**src/rtl/sar_seq_pkg.sv**
```systemverilog
package sar_seq_pkg;

    typedef enum logic [1:0] {
        ST_IDLE  = 2'd0,
        ST_TRACK = 2'd1,
        ST_CONV  = 2'd2
    } seq_state_t;

    // start-event source codes
    localparam logic [2:0] SRC_SOFT  = 3'b000;
    localparam logic [2:0] SRC_TMR_A = 3'b001;
    localparam logic [2:0] SRC_TMR_B = 3'b010;
    localparam logic [2:0] SRC_TMR_C = 3'b011;
    localparam logic [2:0] SRC_PIN   = 3'b100;
    localparam logic [2:0] SRC_TMR_D = 3'b101;

endpackage

```
**src/rtl/sar_trig_front.sv**
```systemverilog
module sar_trig_front
    import sar_seq_pkg::*;
#(
    parameter int N_TIMERS    = 4,
    parameter int SYNC_STAGES = 2
) (
    input  logic                clk,
    input  logic                rst,
    input  logic [2:0]          src_sel,
    input  logic                sw_start,
    input  logic [N_TIMERS-1:0] tmr_ovf,
    input  logic                pin_raw,
    output logic                trig_hit,
    output logic                src_is_pin,
    output logic                pin_level
);

    // synchronizer stages plus one history flop for edge detection
    logic [SYNC_STAGES:0]  pin_pipe;
    logic                  pin_prev;
    logic                  pin_rise;
    logic [N_TIMERS-1:0]   tmr_hit;

    function automatic logic [2:0] tmr_code(input int idx);
        case (idx)
            0:       return SRC_TMR_A;
            1:       return SRC_TMR_B;
            2:       return SRC_TMR_C;
            default: return SRC_TMR_D;
        endcase
    endfunction

    always_ff @(posedge clk) begin
        if (rst) pin_pipe <= '0;
        else     pin_pipe <= {pin_pipe[SYNC_STAGES-1:0], pin_raw};
    end

    assign pin_level  = pin_pipe[SYNC_STAGES-1];
    assign pin_prev   = pin_pipe[SYNC_STAGES];
    assign pin_rise   = pin_level & ~pin_prev;
    assign src_is_pin = (src_sel == SRC_PIN);

    for (genvar g = 0; g < N_TIMERS; g++) begin : g_tmr
        assign tmr_hit[g] = tmr_ovf[g] && (src_sel == tmr_code(g));
    end

    assign trig_hit = (|tmr_hit)
                    | ((src_sel == SRC_SOFT) & sw_start)
                    | (src_is_pin & pin_rise);

    AST_PIN_RISE_SINGLE: assert property (@(posedge clk) disable iff (rst)
        pin_rise |=> !pin_rise);

    AST_PIN_NEEDS_SELECT: assert property (@(posedge clk) disable iff (rst)
        (trig_hit && src_sel == SRC_PIN) |-> (pin_level && !pin_prev));

endmodule

```
**src/rtl/sar_core.sv**
```systemverilog
module sar_core #(
    parameter int RES_BITS = 10
) (
    input  logic                clk,
    input  logic                rst,
    input  logic                load,
    input  logic                step_en,
    input  logic                cmp_in,
    input  logic                latch,
    output logic [RES_BITS-1:0] trial_code,
    output logic [RES_BITS-1:0] result
);

    localparam logic [RES_BITS-1:0] MSB_ONE = RES_BITS'(1) << (RES_BITS-1);

    logic [RES_BITS-1:0] work_q;
    logic [RES_BITS-1:0] ptr_q;
    logic [RES_BITS-1:0] res_q;

    always_ff @(posedge clk) begin
        if (rst) begin
            work_q <= '0;
            ptr_q  <= '0;
            res_q  <= '0;
        end else begin
            if (load) begin
                work_q <= MSB_ONE;
                ptr_q  <= MSB_ONE;
            end else if (step_en && (|ptr_q)) begin
                // keep or drop the bit under test, then set the next trial bit
                work_q <= (cmp_in ? work_q : (work_q & ~ptr_q)) | (ptr_q >> 1);
                ptr_q  <= ptr_q >> 1;
            end
            if (latch) res_q <= work_q;
        end
    end

    assign trial_code = work_q;
    assign result     = res_q;

    AST_TRIAL_PTR_ONEHOT: assert property (@(posedge clk) disable iff (rst)
        $onehot0(ptr_q));

    AST_RESULT_HOLD: assert property (@(posedge clk) disable iff (rst)
        !latch |=> $stable(result));

endmodule

```
**src/rtl/sar_track_seq.sv**
```systemverilog
module sar_track_seq
    import sar_seq_pkg::*;
#(
    parameter int RES_BITS    = 10,
    parameter int TRACK_TICKS = 3,
    parameter int CONV_TICKS  = 14,
    parameter int N_TIMERS    = 4
) (
    input  logic                clk,
    input  logic                rst,
    input  logic                sar_tick,
    input  logic [2:0]          src_sel,
    input  logic                lp_track,
    input  logic                sw_start,
    input  logic [N_TIMERS-1:0] tmr_ovf,
    input  logic                conv_pin,
    input  logic                sleep_req,
    input  logic                cmp_in,
    output logic                track_en,
    output logic                conv_phase,
    output logic                busy,
    output logic                done,
    output logic [RES_BITS-1:0] trial_code,
    output logic [RES_BITS-1:0] result
);

    localparam int MAX_TICKS = (CONV_TICKS > TRACK_TICKS) ? CONV_TICKS : TRACK_TICKS;
    localparam int CNT_W     = $clog2(MAX_TICKS);
    localparam logic [CNT_W-1:0] TRACK_LAST = CNT_W'(TRACK_TICKS - 1);
    localparam logic [CNT_W-1:0] CONV_LAST  = CNT_W'(CONV_TICKS - 1);

    seq_state_t       state_q, state_d;
    logic [CNT_W-1:0] cnt_q, cnt_d;
    logic             done_q, done_d;
    logic             trig_hit, src_is_pin, pin_level;
    logic             sar_load, sar_latch;

    sar_trig_front #(
        .N_TIMERS    (N_TIMERS),
        .SYNC_STAGES (2)
    ) u_front (
        .clk        (clk),
        .rst        (rst),
        .src_sel    (src_sel),
        .sw_start   (sw_start),
        .tmr_ovf    (tmr_ovf),
        .pin_raw    (conv_pin),
        .trig_hit   (trig_hit),
        .src_is_pin (src_is_pin),
        .pin_level  (pin_level)
    );

    sar_core #(
        .RES_BITS (RES_BITS)
    ) u_core (
        .clk        (clk),
        .rst        (rst),
        .load       (sar_load),
        .step_en    (conv_phase && sar_tick),
        .cmp_in     (cmp_in),
        .latch      (sar_latch),
        .trial_code (trial_code),
        .result     (result)
    );

    // next state
    always_comb begin
        state_d   = state_q;
        cnt_d     = cnt_q;
        done_d    = 1'b0;
        sar_load  = 1'b0;
        sar_latch = 1'b0;
        unique case (state_q)
            ST_IDLE: begin
                if (trig_hit) begin
                    sar_load = 1'b1;
                    cnt_d    = '0;
                    state_d  = (lp_track && !src_is_pin) ? ST_TRACK : ST_CONV;
                end
            end
            ST_TRACK: begin
                if (sar_tick) begin
                    if (cnt_q == TRACK_LAST) begin
                        state_d = ST_CONV;
                        cnt_d   = '0;
                    end else begin
                        cnt_d = cnt_q + 1'b1;
                    end
                end
            end
            ST_CONV: begin
                if (sar_tick) begin
                    if (cnt_q == CONV_LAST) begin
                        state_d   = ST_IDLE;
                        cnt_d     = '0;
                        done_d    = 1'b1;
                        sar_latch = 1'b1;
                    end else begin
                        cnt_d = cnt_q + 1'b1;
                    end
                end
            end
            default: state_d = ST_IDLE;
        endcase
    end

    // state register
    always_ff @(posedge clk) begin
        if (rst) begin
            state_q <= ST_IDLE;
            cnt_q   <= '0;
            done_q  <= 1'b0;
        end else begin
            state_q <= state_d;
            cnt_q   <= cnt_d;
            done_q  <= done_d;
        end
    end

    // outputs
    always_comb begin
        busy       = (state_q != ST_IDLE);
        conv_phase = (state_q == ST_CONV);
        done       = done_q;
        if (sleep_req)
            track_en = 1'b0;
        else if (!lp_track)
            track_en = (state_q != ST_CONV);
        else if (src_is_pin)
            track_en = !pin_level && (state_q != ST_CONV);
        else
            track_en = (state_q == ST_TRACK);
    end

    AST_DONE_CLOSES_BUSY: assert property (@(posedge clk) disable iff (rst)
        done |-> (!busy && $past(busy)));

    AST_DONE_SINGLE: assert property (@(posedge clk) disable iff (rst)
        done |=> !done);

    AST_CONV_OPENS_SWITCH: assert property (@(posedge clk) disable iff (rst)
        conv_phase |-> !track_en);

    AST_SLEEP_SHUTDOWN: assert property (@(posedge clk) disable iff (rst)
        sleep_req |-> !track_en);

    AST_HOLD_WITHOUT_TICK: assert property (@(posedge clk) disable iff (rst)
        (!sar_tick && busy) |=> (busy && $stable(conv_phase)));

    AST_CONV_IMPLIES_BUSY: assert property (@(posedge clk) disable iff (rst)
        conv_phase |-> busy);

endmodule

```
**config.mk**
```make
export PLATFORM = sky130hd
export DESIGN_NAME = sar_track_seq
export DESIGN_NICKNAME = d
export VERILOG_FILES = /design/src/rtl/sar_seq_pkg.sv /design/src/rtl/sar_trig_front.sv /design/src/rtl/sar_core.sv /design/src/rtl/sar_track_seq.sv
export SDC_FILE = /design/constraint.sdc
export NUM_CORES = 1
export LEC_CHECK = 0
export BUFFER_PORTS_ARGS = -buffer_cell sky130_fd_sc_hd__buf_2
export CAP_MARGIN = 15
export CORE_ASPECT_RATIO = 0.75
export CORE_MARGIN = 3
export CORE_UTILIZATION = 40
export DETAILED_ROUTE_END_ITERATION = 10
export PLACE_DENSITY = 0.75
export SYNTH_ARGS = -nofsm -noshare
export SYNTH_HDL_FRONTEND = slang
export SYNTH_HIERARCHICAL = 1
export SYNTH_SLANG_ARGS = --single-unit
```
**constraint.sdc**
```tcl
create_clock -name clk -period 1.6 [get_ports clk]
set_input_delay 0.16 -clock clk [delete_from_list [all_inputs] [get_ports clk]]
set_output_delay 0.16 -clock clk [all_outputs]
set_load 0.02 [all_outputs]
```
# Yosys cells after proc, flatten, opt, wreduce, memory -nomap -nowiden
# Cells that the tools add are included.
# classes
addsub,1
n_eq_ne,15
mux,26
bitwise,9
reduce_logical,20
# op_table
operator,count
10-bit two-way mux,5
4-bit two-way mux,5
2-bit two-way mux,6
4-bit case mux with 3 select lines,1
10-bit bitwise AND,1
"2-bit inequality test, second input constant",5
10-bit inverter,1
10-bit by 9-bit OR with 10-bit output,1
10-bit OR reduction,1
1-bit logical AND,8
1-bit two-way mux,8
"3-bit by 2-bit == test with 1-bit output, second input constant",2
"3-bit == test, second input constant",2
2-bit case mux with 3 select lines,1
5-bit AND reduction,1
"4-bit by 1-bit adder with 4-bit output, second input constant",1
"4-bit by 2-bit == test with 1-bit output, second input constant",1
"4-bit == test, second input constant",1
4-bit AND reduction,1
2-bit nonzero test,2
4-bit OR reduction,1
1-bit bitwise AND,3
"3-bit by 1-bit == test with 1-bit output, second input constant",1
3-bit zero test,1
9 further kinds,11
# word_totals
ff_bits,40
in_bits,15
output_inout_bits,24
word_cells,80

# Depth between registers and ports, before layout
# Gate-level depths: netlist (run 1).
# depth
ltp_word,8
depth_mapped,9
mapped_depth_nobuf,7

# Hierarchy
# Netlist (run 1), hierarchy kept.
# by_module_without_submodules
mod,n_inst,cells_per_inst,area_per_inst_um2,seq_area_each_um2
sar_core,1,110,1102.3,600.6
sar_track_seq,1,68,578.1,140.1
sar_trig_front,1,18,145.1,60.1

# Worst setup path before layout (run 1)
# OpenSTA, ideal clock, no wires.
# synth_timing
path_kind,register to register
startpoint,register state_q[0]
endpoint,register cnt_q[0]
setup_time_ns,0.070
t_arrival_ns,1.709
setup_slack_ns,-0.179
path_stages_with_launch,8
cell_sequence,dfxtp_1 inv_1 ha_1 clkbuf_4 o21bai_2 o21ai_2 or4b_1 a21oi_1
# synth_via
elab_chain_cells,3
elab_cells_between_ends,9
cone_classes,eq/ne (5); mux (1); reduce/logical (3)
# synth_lines
element,line_no,rtl
from (decl),sar_track_seq.sv:32,"seq_state_t state_q, state_d;"
from (signal assigned),sar_track_seq.sv:114,state_q <= state_d;
2-bit == test (*),--,
net conv_phase,sar_track_seq.sv:20,"output logic conv_phase,"
2-bit inequality test (no source line) / 3-bit nonzero test (equally long branches),--,
4-bit AND reduction (no source line),--,
to (signal assigned),sar_track_seq.sv:115,cnt_q <= cnt_d;
to (decl),sar_track_seq.sv:33,"logic [CNT_W-1:0] cnt_q, cnt_d;"
# Mark *: on every way through the listed nets, which the timed path passes. The rest lies on a longest branch.
# A chain may end at the register's enable or synchronous reset.

# Worst setup path after layout (run 1)
# layout_timing
startpoint,register u_front.pin_pipe[2]
endpoint,register cnt_q[3]
# layout_via
elab_chain_cells,6
# layout_lines
element,line_no,rtl
from (decl),sar_trig_front.sv:19,logic [SYNC_STAGES:0] pin_pipe;
from (signal assigned),sar_trig_front.sv:35,"else pin_pipe <= {pin_pipe[SYNC_STAGES-1:0], pin_raw};"
1-bit inverter,sar_trig_front.sv:40,assign pin_rise = pin_level & ~pin_prev;
1-bit bitwise AND,sar_trig_front.sv:40,
1-bit bitwise AND,sar_trig_front.sv:49,| (src_is_pin & pin_rise);
1-bit OR,sar_trig_front.sv:49,
net trig_hit,sar_track_seq.sv:35,"logic trig_hit, src_is_pin, pin_level;"
2-bit inequality test (no source line),--,
4-bit AND reduction (no source line),--,
# The timed path passes the listed nets, and every way through them passes these cells.

==> results_dict.tcl, run 1 <==
set metrics [dict create \
    status "finished with violations" \
    failed_checks "negative setup slack" \
    yosysWarningCount 6 \
    wl_met1_um 2030 \
    worstHoldStart "conv_pin" \
    async_flop_share_pct 0 \
    hold_viol 0 \
    htree_levels 2 \
    die_w_um 84.0 \
    fin_crit_sh_pct 101 \
    clk_latency_ns 0.29 \
    cts_inserted_buffers 5 \
    cts_sinks 40 \
    max_clock_freq_mhz 618 \
    viasPerCell 5.26 \
    drive_gt1_share_pct 41.1 \
    ys_top_cells_by_area "dfxtp_1 (44%), a21oi_1 (7.1%), mux2i_1 (6.6%)" \
    yosysTopAreaCell "dfxtp_1" \
    whs_path_depth 2 \
    grt_usage_pct 15.5 \
    slew_headroom_pct 64.0 \
    synth_seq_cells 40 \
    cts_buffer_depth 2 \
    synth_cell_types 44 \
    power.leakage_uw 0.000985 \
    drv_slew 0 \
    crit_path_start_kind "register" \
    dp_hpwl_um 2900 \
    die_area_mm2 0.00542 \
    firstDrtPassIters 4 \
    reg2reg_from "u_front/pin_pipe[2]" \
    synth-seq-area-share_pct 43.9 \
    nets 270 \
    cts_tree "yes" \
    grt_max_degree 29 \
    arrival_ns 1.79 \
    drtIter0Drc 111 \
    netlist.area_leader.share_pct 43.9 \
    cp-end-kind "register" \
    core_region_area_mm2 0.00423 \
    hp-class "input port to register" \
    ys.flop_type "dfxtp_1" \
    dr_wl_met3_um 265 \
    syn-mean-instance-area_um2 9.31 \
    overflow 0 \
    cp_max_fo 3 \
    grt_antenna_before_repair 0 \
    vdd_drop_max_mv 0.523 \
    critPathRequiredTime_ns 1.78 \
    totalWireLength_um 4260 \
    yosysMostFrequentCell "dfxtp_1" \
    cts-root-buf "clkbuf_8" \
    ys_top_cells_by_count "dfxtp_1 (40), a21oi_1 (26), nor2_1 (16)" \
    diodes 0 \
    power_density_mw_per_mm2 1170 \
    drcViolationCount 0 \
    top_layer_used "met4" \
    grt_pass1_wl_um 6770 \
    wl_met2_um 1910 \
    fillers 369 \
    ant_nets 0 \
    clk_pin_slew_ns 0.07 \
    tightest_slew_ns 0.538 \
    fin_skew_ns 0.00813 \
    synth_area_mm2 0.00183 \
    gp_congestion 0.806 \
    dp.cells 299 \
    reg2reg_to "cnt_q[3]" \
    vias 1620 \
    synthCells 196 \
    rsz0062_at_grt "true" \
    fin_ws_ns -0.0177 \
    ff2ff_path_depth 7 \
    wl_per_cell_um 13.8 \
    boundaryPins 39 \
    synth_edf_count 0 \
    numPortBuffers 38 \
    start_util_pct 43.2 \
    grt_pass1_vias 1439 \
    instances_no_fill 308 \
    std_cell_rows 20 \
    regToRegSetupSlack_ns -0.02 \
    synth_nets 214 \
    fin_crit_ns 1.62 \
    tns_ns -0.0177 \
    die_h_um 64.5 \
    syn_to_final_growth_pct 36.2 \
    setup_viol 1 \
    worstHoldEndpoint "u_front/pin_pipe[0]" \
    crit_type "register to register" \
    maxCapViolCount 0 \
]
[critical path: stages, from the launching register on]
cell and delay [ns]:
dfxtp_2 0.32, nand3b_1 0.09, o21ai_1 0.07, a22o_1 0.24, mux2_4 0.28, and2_4 0.17, a41o_2 0.20, nor3b_2 0.14
[cell usage in the layout (no fill, tap or decap), types with 2 or more instances in the layout]
cell / instances
nor3_1: 3
or4b_4: 2
a311oi_1: 5
nand2_1: 13
nand3b_1: 2
buf_4: 18
a21oi_1: 21
nor2b_1: 4
inv_1: 5
a22o_1: 2
a311oi_2: 5
buf_6: 4
buf_12: 2
and2_1: 2
buf_2: 37
nor2_1: 16
o21ai_4: 2
nor4_1: 2
nand2b_1: 14
dfxtp_2: 2
ha_4: 3
a21oi_2: 5
mux2i_1: 12
dfxtp_1: 37
clkbuf_8: 6
nand4_1: 2
[report_power, final]
part	internal, uW	total, uW	switching, uW
Combinational	494	976	483
Clock	510	858	348
Sequential	1040	1080	38.3
[worst max path at each step]
stage	slack (ns)	from	depth (start not counted)	to
after floorplan	-0.0004	state_q[1]	6	cnt_q[0]
after global placement	-0.04	src_sel[1]	8	cnt_q[3]
after detailed placement	-0.05	src_sel[1]	8	cnt_q[3]
after CTS	-0.02	u_front/pin_pipe[2]	8	cnt_q[2]
after global routing	-0.09	u_front/pin_pipe[2]	7	u_core/trial_code[5]
final	-0.02	u_front/pin_pipe[2]	7	cnt_q[3]
[area by class of cell]
| cell class | instances | area [um^2] | share of cell area, % |
|---|---|---|---|
| Clock buffer | 6 | 82.6 | 3.32 |
| Clock inverter | 2 | 38.8 | 1.56 |
| Inverter | 7 | 28.8 | 1.16 |
| Multi-Input combinational cell | 137 | 1050 | 42.4 |
| Sequential cell | 40 | 807 | 32.5 |
| Tap cell | 55 | 68.8 | 2.77 |
| Timing Repair Buffer | 61 | 405 | 16.3 |
[cells by family (layout without fill, tap and decap cells)]
group | count (synthesis) | in the layout | share of synthesized area, %
AND/OR/NAND/NOR | 72 | 72 | 21.6
buffers and inverters | 19 | 76 | 6.37
flip-flops | 40 | 40 | 43.9
multiplexers | 13 | 13 | 7.20
AO/OA/AOI/OAI | 49 | 49 | 18.9
adder cells (fa/ha/maj) | 3 | 3 | 2.06
[state kept, by name, summed over array words and instances (netlist names)]
| signal | cells |
|---|---|
| cnt_q | 4 |
| done | 1 |
| state_q | 2 |
| u_core/ptr_q | 10 |
| u_core/result | 10 |
| u_core/trial_code | 10 |
| u_front/pin_pipe | 3 |
[metal layers]
layer  global-route usage, %  vias up
met2                    24.6       53
met3                    3.30        6
met5                       0        -
met4                    5.62        0
met1                    20.8      753
li1                        -      808
[metrics by stage]
stage	instance area, um^2	power [uW]	setup WS, ns	util [%]	hold WS (ns)
after floorplan	1870	1660	-0.000395	-	0.229
after global placement	2230	1920	-0.0360	52.7	0.373
after detailed placement	2230	1930	-0.0505	52.7	0.376
after CTS	2400	2820	-0.0174	56.8	0.0736
after global routing	2490	3060	-0.0863	58.8	0.0737
final	2490	2910	-0.0177	58.8	0.0821
[what timing repair did]
item,in CTS,in global routing
gates resized for setup,12,18
setup buffers,0,1
hold buffers,0,0
pin swaps,5,5
endpoints found under the setup margin,16,31
Power figures use the tool's default switching activity.
==> run 2, diff against run 1 <==
--- a/config.mk
+++ b/config.mk
@@ -11,6 +11,7 @@
 export CORE_MARGIN = 3
 export CORE_UTILIZATION = 40
 export DETAILED_ROUTE_END_ITERATION = 10
+export GPL_TIMING_DRIVEN = 0
 export PLACE_DENSITY = 0.75
 export SYNTH_ARGS = -nofsm -noshare
 export SYNTH_HDL_FRONTEND = slang
==> run 2 against run 1 <==
The run still ends with negative setup slack left. Non-clock buffer count fell by 2. Global-route usage shrank 1.1 points. First-iteration DRC count rose by 14%. Clock-buffer cell count did not move. Total power fell by 5.0%. Critical path depth is 1 higher. Clock skew barely moved. Core utilization is 0.83 points lower. Sequential power hardly changed. Worst setup slack got worse by 0.013 ns. Via count is 2.2% lower. Critical path type unchanged. Critical endpoint is now u_core/trial_code[6]. Highest routed layer unchanged.
==> results_dict.tcl, run 2 (synthesis results as in run 1) <==
set metrics [dict create \
    overflow 0 \
    maxCapViolCount 0 \
    drive_gt1_share_pct 41.0 \
    rsz0062_at_grt "true" \
    cp-end-kind "register" \
    htree_levels 2 \
    fin_crit_ns 1.63 \
    hp-class "input port to register" \
    numPortBuffers 38 \
    cts.hold.buffers_added 0 \
    hold_viol 0 \
    crit_start "u_front/pin_pipe[2]" \
    worstHoldEndpoint "u_front/pin_pipe[0]" \
    ant_nets 0 \
    power_density_mw_per_mm2 1130 \
    dp_hpwl_um 2770 \
    cts_tree "yes" \
    diodes 0 \
    cts_inserted_buffers 5 \
    drv_slew 0 \
    critPathRequiredTime_ns 1.80 \
    drcViolationCount 0 \
    final_common_cell "buf_2" \
    std_cell_rows 20 \
    die_area_mm2 0.00542 \
    grt_max_degree 17 \
    fillers 362 \
    crit_type "register to register" \
    start_util_pct 43.2 \
    regToRegSetupSlack_ns -0.03 \
    grt_antenna_before_repair 0 \
    core_region_area_mm2 0.00423 \
    tightest_slew_ns 0.447 \
    fin_skew_ns 0.00778 \
    cts_buffer_depth 2 \
    wl_per_cell_um 13.4 \
    fin_crit_sh_pct 102 \
    dp.cells 289 \
    setup_viol 3 \
    die_w_um 84.0 \
    slew_headroom_pct 70.2 \
    grt_pass1_vias 1364 \
    fin_ws_ns -0.0305 \
    power.leakage_uw 0.000971 \
    cp_max_fo 6 \
    totalWireLength_um 4110 \
    preCtsSetupSlack_ns -0.130 \
    clk_latency_ns 0.28 \
    nets 268 \
    drtIter0Drc 126 \
    cts-root-buf "clkbuf_8" \
    worstHoldStart "conv_pin" \
    clk_pin_slew_ns 0.07 \
    fin_util_pct 58.0 \
    final_cell_mix "buf_2 (40), dfxtp_1 (37), a21oi_1 (19)" \
    crit_path_start_kind "register" \
    tns_ns -0.0458 \
    cts_sinks 40 \
    reg2reg_from "u_front/pin_pipe[2]" \
    viasPerCell 5.18 \
    power_uw 2770 \
    gp_congestion 0.822 \
    vdd_drop_max_mv 0.558 \
    firstDrtPassIters 4 \
    arrival_ns 1.83 \
    vias 1584 \
    failed_checks "negative setup slack" \
    grt_usage_pct 14.4 \
    reg2reg_to "u_core/trial_code[6]" \
    max_clock_freq_mhz 613 \
    status "finished with violations" \
    whs_path_depth 2 \
    ff2ff_path_depth 8 \
    boundaryPins 39 \
    grt_pass1_wl_um 6330 \
    die_h_um 64.5 \
    syn_to_final_growth_pct 34.3 \
    instances_no_fill 306 \
]
## run 2: how the worst max path moves through the flow
stage	to	depth (start not counted)
floorplan	cnt_q[0]	6
global placement	u_core/trial_code[6]	9
detailed placement	cnt_q[0]	6
CTS	u_core/trial_code[6]	8
global route	u_core/trial_code[6]	8
finish	u_core/trial_code[6]	8
## run 2: timing repair
item                                    in CTS  in global routing
cloned                                       2                  1
setup buffers                                6                  1
endpoints found under the hold margin        0                  0
gates resized for setup                     16                 21
endpoints found under the setup margin      32                 30
pin swaps                                    5                  4
## run 2: power by group
part           total, uW  switching (uW)  leakage [uW]  internal (uW)
Clock                789             326     0.0000552            463
Combinational        906             461      0.000591            445
Sequential          1070            32.9      0.000325           1040
## run 2: critical path, stage by stage, from the launching register on
cell      delay, ns
dfxtp_1        0.31
nand3b_1       0.09
o21ai_1        0.06
a22o_1         0.24
and2_4         0.15
or2_4          0.25
buf_6          0.14
buf_8          0.13
a311oi_2       0.17
## run 2: cell type report
| cell class | instances | area (um^2) | share of cell area, % |
|---|---|---|---|
| Multi-Input combinational cell | 137 | 1050 | 42.9 |
| Clock inverter | 2 | 35.0 | 1.43 |
| Timing Repair Buffer | 48 | 287 | 11.7 |
| Sequential cell | 40 | 807 | 32.9 |
| Inverter | 7 | 26.3 | 1.07 |
| Buffer | 11 | 104 | 4.24 |
| Clock buffer | 6 | 72.6 | 2.96 |
| Tap cell | 55 | 68.8 | 2.81 |
## run 2: per-stage QoR
step / hold WS (ns) / area (um^2)
2_1_floorplan: 0.229 / 1870
6_report: 0.0942 / 2450
3_3_place_gp: 0.377 / 2130
4_1_cts: 0.0905 / 2330
5_1_grt: 0.0952 / 2450
3_5_place_dp: 0.388 / 2130
## run 2: routing by layer
metal	routed length (um)	share of wire (%)	GRT usage, %	vias to the layer above
met4	24	0.58	3.61	0
met1	2020	49	19.9	736
met2	1860	45	22.0	39
li1	-	-	-	807
met5	0	0	0	-
met3	198	4.8	4.07	2
